`src/rtl/sso_pkg.sv`:
```
package sso_pkg;

  typedef enum logic [2:0] {
    PH_IDLE  = 3'd0,
    PH_SETUP = 3'd1,
    PH_PULSE = 3'd2,
    PH_HOLD  = 3'd3,
    PH_LATCH = 3'd4,
    PH_GAP   = 3'd5
  } phase_e;

  // Logical (active-high) line levels before the polarity stage.
  typedef struct packed {
    logic sel;
    logic dat;
    logic sck;
    logic stb;
  } lines_t;

  // Cycles spent in a given phase.
  function automatic int unsigned phase_ticks(phase_e ph, int unsigned s,
                                              int unsigned p, int unsigned h);
    int unsigned n;
    case (ph)
      PH_SETUP: n = s;
      PH_PULSE: n = p;
      PH_HOLD:  n = h;
      PH_LATCH: n = p;
      PH_GAP:   n = h;
      default:  n = 1;
    endcase
    return n;
  endfunction

  // Cycles from accepted start to the done cycle.
  function automatic int unsigned frame_cycles(int unsigned w, int unsigned s,
                                               int unsigned p, int unsigned h);
    return w * (s + p + h) + p + h;
  endfunction

  function automatic int unsigned max3(int unsigned a, int unsigned b,
                                       int unsigned c);
    int unsigned m;
    m = (a > b) ? a : b;
    return (m > c) ? m : c;
  endfunction

  function automatic logic is_bit_phase(phase_e ph);
    return (ph == PH_SETUP) || (ph == PH_PULSE) || (ph == PH_HOLD);
  endfunction

endpackage

```
`src/rtl/sso_phase_timer.sv`:
```
module sso_phase_timer #(
  parameter int unsigned CW = 2
) (
  input  logic          clk,
  input  logic          rst_n,
  input  logic          load,
  input  logic [CW-1:0] load_val,
  output logic          last
);

  logic [CW-1:0] cnt_q;

  always_ff @(posedge clk or negedge rst_n) begin
    if (!rst_n) begin
      cnt_q <= '0;
    end else if (load) begin
      cnt_q <= load_val;
    end else if (cnt_q != '0) begin
      cnt_q <= cnt_q - 1'b1;
    end
  end

  assign last = (cnt_q == '0);

endmodule

```
`src/rtl/sso_shift_reg.sv`:
```
module sso_shift_reg #(
  parameter int unsigned W = 8
) (
  input  logic         clk,
  input  logic         rst_n,
  input  logic         word_load,
  input  logic [W-1:0] word_in,
  input  logic         shift_adv,
  output logic         msb_d,
  output logic         bit_last
);

  localparam int unsigned IW = (W > 1) ? $clog2(W) : 1;

  logic [W-1:0]  sh_q;
  logic [IW-1:0] idx_q;

  always_ff @(posedge clk or negedge rst_n) begin
    if (!rst_n) begin
      sh_q  <= '0;
      idx_q <= '0;
    end else if (word_load) begin
      sh_q  <= word_in;
      idx_q <= '0;
    end else if (shift_adv) begin
      sh_q  <= {sh_q[W-2:0], 1'b0};
      idx_q <= idx_q + 1'b1;
    end
  end

  // Bit that will be on the data line after the coming edge.
  always_comb begin
    if (word_load)      msb_d = word_in[W-1];
    else if (shift_adv) msb_d = sh_q[W-2];
    else                msb_d = sh_q[W-1];
  end

  assign bit_last = (idx_q == IW'(W - 1));

endmodule

```
`src/rtl/sso_sequencer.sv`:
```
module sso_sequencer
  import sso_pkg::*;
#(
  parameter int unsigned SETUP_TICKS = 1,
  parameter int unsigned PULSE_TICKS = 2,
  parameter int unsigned HOLD_TICKS  = 3,
  parameter int unsigned CW          = 2
) (
  input  logic          clk,
  input  logic          rst_n,
  input  logic          start,
  input  logic          tick_last,
  input  logic          bit_last,
  output phase_e        phase_q,
  output phase_e        phase_d,
  output logic          tick_load,
  output logic [CW-1:0] tick_val,
  output logic          shift_adv,
  output logic          word_load,
  output logic          frame_end
);

  always_ff @(posedge clk or negedge rst_n) begin
    if (!rst_n) phase_q <= PH_IDLE;
    else        phase_q <= phase_d;
  end

  always_comb begin
    phase_d   = phase_q;
    tick_load = 1'b0;
    shift_adv = 1'b0;
    word_load = 1'b0;
    frame_end = 1'b0;
    case (phase_q)
      PH_IDLE: begin
        if (start) begin
          phase_d   = PH_SETUP;
          tick_load = 1'b1;
          word_load = 1'b1;
        end
      end
      PH_SETUP: begin
        if (tick_last) begin
          phase_d   = PH_PULSE;
          tick_load = 1'b1;
        end
      end
      PH_PULSE: begin
        if (tick_last) begin
          phase_d   = PH_HOLD;
          tick_load = 1'b1;
        end
      end
      PH_HOLD: begin
        if (tick_last) begin
          tick_load = 1'b1;
          if (bit_last) begin
            phase_d = PH_LATCH;
          end else begin
            phase_d   = PH_SETUP;
            shift_adv = 1'b1;
          end
        end
      end
      PH_LATCH: begin
        if (tick_last) begin
          phase_d   = PH_GAP;
          tick_load = 1'b1;
        end
      end
      PH_GAP: begin
        if (tick_last) begin
          phase_d   = PH_IDLE;
          frame_end = 1'b1;
        end
      end
      default: phase_d = PH_IDLE;
    endcase
  end

  assign tick_val = CW'(phase_ticks(phase_d, SETUP_TICKS, PULSE_TICKS, HOLD_TICKS) - 1);

endmodule

```
`src/rtl/sso_line_drive.sv`:
```
module sso_line_drive
  import sso_pkg::*;
#(
  parameter bit CS_INV   = 1'b1,
  parameter bit LINE_INV = 1'b0
) (
  input  logic   clk,
  input  logic   rst_n,
  input  phase_e phase_d,
  input  logic   msb_d,
  input  logic   frame_end,
  output lines_t log_q,
  output logic   done_q,
  output logic   cs_o,
  output logic   sdo_o,
  output logic   sck_o,
  output logic   le_o
);

  lines_t log_d;

  always_comb begin
    log_d.sel = (phase_d != PH_IDLE);
    log_d.dat = is_bit_phase(phase_d) & msb_d;
    log_d.sck = (phase_d == PH_PULSE);
    log_d.stb = (phase_d == PH_LATCH);
  end

  always_ff @(posedge clk or negedge rst_n) begin
    if (!rst_n) begin
      log_q  <= '0;
      done_q <= 1'b0;
    end else begin
      log_q  <= log_d;
      done_q <= frame_end;
    end
  end

  assign cs_o  = log_q.sel ^ CS_INV;
  assign sdo_o = log_q.dat ^ LINE_INV;
  assign sck_o = log_q.sck ^ LINE_INV;
  assign le_o  = log_q.stb ^ LINE_INV;

endmodule

```
`src/rtl/sso_top.sv`:
```
module sso_top
  import sso_pkg::*;
#(
  parameter int unsigned DATA_W          = 8,
  parameter int unsigned SETUP_TICKS     = 1,
  parameter int unsigned PULSE_TICKS     = 2,
  parameter int unsigned HOLD_TICKS      = 3,
  parameter bit          CS_ACTIVE_LOW   = 1'b1,
  parameter bit          LINE_ACTIVE_LOW = 1'b0
) (
  input  logic              clk,
  input  logic              rst_n,
  input  logic              start_i,
  input  logic [DATA_W-1:0] data_i,
  output logic              ready_o,
  output logic              done_o,
  output logic              cs_o,
  output logic              sdo_o,
  output logic              sck_o,
  output logic              le_o
);

  localparam int unsigned TICK_MAX = max3(SETUP_TICKS, PULSE_TICKS, HOLD_TICKS);
  localparam int unsigned CW       = $clog2(TICK_MAX + 1);

  phase_e        phase_q, phase_d;
  logic          tick_load, tick_last;
  logic [CW-1:0] tick_val;
  logic          bit_adv, word_load, bit_last, msb_d;
  logic          frame_end;
  lines_t        lines_l;

  // Named logical levels, brought out for the checker.
  logic sel_l, dat_l, sck_l, stb_l;

  sso_sequencer #(
    .SETUP_TICKS(SETUP_TICKS),
    .PULSE_TICKS(PULSE_TICKS),
    .HOLD_TICKS (HOLD_TICKS),
    .CW         (CW)
  ) u_seq (
    .clk      (clk),
    .rst_n    (rst_n),
    .start    (start_i),
    .tick_last(tick_last),
    .bit_last (bit_last),
    .phase_q  (phase_q),
    .phase_d  (phase_d),
    .tick_load(tick_load),
    .tick_val (tick_val),
    .shift_adv(bit_adv),
    .word_load(word_load),
    .frame_end(frame_end)
  );

  sso_phase_timer #(.CW(CW)) u_timer (
    .clk     (clk),
    .rst_n   (rst_n),
    .load    (tick_load),
    .load_val(tick_val),
    .last    (tick_last)
  );

  sso_shift_reg #(.W(DATA_W)) u_shift (
    .clk      (clk),
    .rst_n    (rst_n),
    .word_load(word_load),
    .word_in  (data_i),
    .shift_adv(bit_adv),
    .msb_d    (msb_d),
    .bit_last (bit_last)
  );

  sso_line_drive #(
    .CS_INV  (CS_ACTIVE_LOW),
    .LINE_INV(LINE_ACTIVE_LOW)
  ) u_drive (
    .clk      (clk),
    .rst_n    (rst_n),
    .phase_d  (phase_d),
    .msb_d    (msb_d),
    .frame_end(frame_end),
    .log_q    (lines_l),
    .done_q   (done_o),
    .cs_o     (cs_o),
    .sdo_o    (sdo_o),
    .sck_o    (sck_o),
    .le_o     (le_o)
  );

  assign ready_o = (phase_q == PH_IDLE);
  assign sel_l   = lines_l.sel;
  assign dat_l   = lines_l.dat;
  assign sck_l   = lines_l.sck;
  assign stb_l   = lines_l.stb;

endmodule

```
`config.mk`:
```
export PLATFORM = sky130hd
export DESIGN_NAME = sso_top
export DESIGN_NICKNAME = d
export VERILOG_FILES = /design/src/rtl/sso_pkg.sv /design/src/rtl/sso_phase_timer.sv /design/src/rtl/sso_shift_reg.sv /design/src/rtl/sso_sequencer.sv /design/src/rtl/sso_line_drive.sv /design/src/rtl/sso_top.sv
export SDC_FILE = /design/constraint.sdc
export NUM_CORES = 1
export LEC_CHECK = 0
export BUFFER_PORTS_ARGS = -buffer_cell sky130_fd_sc_hd__buf_4
export CORE_ASPECT_RATIO = 1.25
export CORE_MARGIN = 2
export CORE_UTILIZATION = 55
export DETAILED_ROUTE_END_ITERATION = 6
export MAX_ROUTING_LAYER = met4
export PLACE_DENSITY = 0.85
export SYNTH_ARGS = -nofsm -noshare
export SYNTH_HDL_FRONTEND = slang
export SYNTH_SLANG_ARGS = --single-unit
```
`constraint.sdc`:
```
create_clock -name clk -period 1.8 [get_ports clk]
set_input_delay 0 -clock clk [delete_from_list [all_inputs] [get_ports clk]]
set_output_delay 0 -clock clk [all_outputs]
set_load 0.02 [all_outputs]
```
==> flow_summary_export.csv <==
group,metric,value,unit
die,die-area,2440,um2
clock_tree,cts_tree,"built",
yosys,synth-async-reset-ratio,1.00,
drt,vias,927,
clock_tree,h-tree-depth,1,
timing,fmax,0.581,GHz
worst_setup_path,timing.rr.start,"u_shift.idx_q[0]",
worst_setup_path,slowest_stage,"dfrtp_1",
timing,period_needed,1720,ps
clock_tree,cts_inserted_buffers,3,
placed_design,gp_congestion,0.776,
worst_setup_path,path_buf_inv,1,
worst_setup_path,endpoint_kind,"flip-flop",
worst_setup_path,endpoint,"u_shift.sh_q[3]",
timing,skew,3.77,ps
clock_tree,clkTransAtPathRegs,110,ps
timing,worst_slack,79.5,ps
power_and_ir_drop,pwr-share-seq,0.368,
yosys,yosys_warnings,0,
placed_design,post-place-cells,143,
die,start_util,0.577,
yosys,synthesis.nets,122,
min_path,hold_path_class,"input pin to flip-flop",
worst_setup_path,crit_start,"u_shift.idx_q[0]",
power_and_ir_drop,power.internal,1.28,mW
power_and_ir_drop,p_per_area,1530,nW/um2
worst_setup_path,cp_data_required_time,1990,ps
grt,grt_antenna_before_repair,0,
cells_and_area,antenna-diode-count,0,
worst_setup_path,cp_max_fo,8,
worst_setup_path,r2r_setup_slack,80,ps
placed_design,port_buffers,16,
yosys,seq_area_frac_synth,0.465,
power_and_ir_drop,clockPowerShare,0.102,
yosys,synth.distinct_cells,39,
grt,grt_pass1_vias,912,
worst_setup_path,cpLargestDelayFamily,"adder cells",
cells_and_area,drive_gt1_frac,0.263,
timing,period_share,0.956,
timing,maxSlewHeadroom,0.695,
worst_setup_path,worst_setup_path_start_kind,"flip-flop",
clock_tree,clock_latency,300,ps
cells_and_area,utilization,0.716,
cells_and_area,final_cells,157,
outcome,status,"finished clean",
cells_and_area,final_cell_mix,"buf_4 (22), dfrtp_1 (21), o21ai_0 (9), dlygate4sd3_1 (9)",
worst_setup_path,critPathArrivalTime,1910,ps
cells_and_area,layout_commonest_cell,"buf_4",
drt,wl,2440,um
yosys,yosysTopAreaCell,"dfrtp_1",
drt,routedWlPerCell,15.5,um
yosys,netlist_instances,109,
power_and_ir_drop,power_switching,873,uW
yosys,yosysTopAreaCellShare,0.465,
clock_tree,cts_root_buf,"clkbuf_4",
drt,ant_nets,0,
worst_setup_path,worstReg2RegEnd,"u_shift.sh_q[3]",
worst_setup_path,path_cells,"ha_1 > ha_1 > nor3b_2 > buf_6 > a21oi_4 > a221o_1",
timing,tns,0,ps
yosys,synthTopCellsByArea,"dfrtp_1 (46%), a221o_1 (4.4%), o21ai_0 (4.0%), and3_1 (2.8%), a21oi_1 (2.2%)",
clock_tree,clock-sinks,21,
die,row_count,18,
timing,rsz0062_at_grt,"no",
grt,grt_util_all_layers,0.242,
worst_setup_path,critical_path_class,"flip-flop to flip-flop",
die,die_h,54.7,um
power_and_ir_drop,netSwitchingFraction,0.405,
power_and_ir_drop,p_comb_frac,0.531,
cells_and_area,fillCellCount,133,
drt,drc,0,
cells_and_area,fin_nets,151,
die,die_w,44.6,um
clock_tree,clock_path_buffers,2,
yosys,synthesis.area,1130,um2
grt,gr-total-overflow,0,
yosys,synth_edf_count,0,
timing,slew_viol_final,0,
cells_and_area,area_growth,24.1,%
timing,hold_viol_final,0,
drt,first_pass_iters,4,
worst_setup_path,critPathMostFrequentCell,"ha_1",
die,core-area,1960,um2
drt,drt_iter0_drc,18,
yosys,syn_avg_cell_area,10.4,um2
grt,grt_start_max_net_pins,22,
timing,setup_viol_count_final,0,
yosys,synth_seq_cells,21,
worst_setup_path,ff2ff_path_depth,6,
worst_setup_path,cp_slowest_stage_delay,410,ps
drt,avgViaCountPerCell,5.90,
worst_setup_path,path_depth,6,
yosys,synth_flop_cell,"dfrtp_1",
power_and_ir_drop,ir_drop,1.01,mV
placed_design,dp_hpwl,1600,um
job,cap_viol_max_count,0,
timing,worst_slew_pin_slew,458,ps
placed_design,pre_cts_ws,90.4,ps
power_and_ir_drop,leakage,0.664,nW
die,io_pins,17,
grt,grt_pass1_wl,4090,um
## power by group through the flow
| stage | sequential, mW | combinational, mW | clock, mW |
|---|---|---|---|
| CTS | 0.789 | 1.11 | 0.229 |
| finish | 0.792 | 1.14 | 0.219 |
| global route | 0.817 | 1.26 | 0.246 |
| floorplan | 0.763 | 0.836 | 0 |
| global placement | 0.788 | 1.03 | 0 |
| detailed placement | 0.796 | 1.08 | 0 |
## how the worst min path moves through the flow
stage | end | startpoint | cells after the start
after floorplan | u_drive.done_q | rst_n | 0
after global placement | u_drive.log_q[3] | rst_n | 1
after detailed placement | u_drive.sdo_o | rst_n | 1
after CTS | u_shift.sh_q[7] | data_i[7] | 4
after global routing | u_shift.sh_q[7] | data_i[7] | 4
final | u_shift.sh_q[7] | data_i[7] | 4
## Yosys cell counts (all sizes together) (2+ instances only)
master	instances
and3	5
ha	2
nor3b	2
o31ai	2
o21bai	2
nor3	2
nor2b	3
buf	6
nand3	3
nor2	5
nand2b	3
o21ai	9
and2	2
inv	6
dfrtp	21
a32oi	2
a21oi	6
nand2	6
clkbuf	2
a221o	5
## cells by family after synthesis
family                     after synthesis  share of synthesized area
buffers and inverters                   14                     0.0608
muxes                                    1                    0.00996
adders and majority gates                2                     0.0221
and+or+nand+nor                         37                      0.216
DFF                                     21                      0.465
AOI/OAI and AO/OA                       33                      0.219
xor gates and xnor gates                 1                    0.00774
## per-stage QoR
| step | cell area [um2] | hold WS [ps] | power (mW) |
|---|---|---|---|
| after floorplan | 1130 | -296 | 1.60 |
| after global placement | 1270 | -108 | 1.82 |
| after detailed placement | 1270 | -105 | 1.88 |
| after CTS | 1390 | 70.0 | 2.12 |
| after global routing | 1400 | 105 | 2.32 |
| final | 1400 | 87.7 | 2.15 |
## metal layers
metal / routed length (um) / GRT usage
met1: 1080 / 0.312
met2: 1200 / 0.367
met3: 80 / 0.0297
met4: 71 / 0.136
met5: 0 / -
## state kept, by name, indices dropped and copies added (netlist names)
signal / cells
u_shift.sh_q: 8
u_seq.phase_q: 3
u_shift.idx_q: 3
u_timer.cnt_q: 2
u_drive.done_q: 1
u_drive.le_o: 1
u_drive.log_q: 1
u_drive.sck_o: 1
u_drive.sdo_o: 1
## layout make-up
class                           count  area, um2  share of cell area
Timing Repair Buffer               32        267               0.190
Sequential cell                    21        526               0.374
Clock buffer                        3       22.5              0.0160
Multi-Input combinational cell     74        537               0.382
Clock inverter                      1       5.00             0.00357
Inverter                            6       22.5              0.0160
Tap cell                           20       25.0              0.0178
## worst min-delay path, cell delays in order
cell and delay [ps]:
buf_4 110, inv_1 50, a32o_1 140, a21oi_1 50
## timing repair
item | in CTS | in global routing
hold buffers | 9 | 0
buffers inserted | 0 | 1
endpoints found under the hold margin | 29 | 0
gates resized for setup | 0 | 1
setup endpoints to repair | 0 | 5
(Power assumes the default switching activity.)
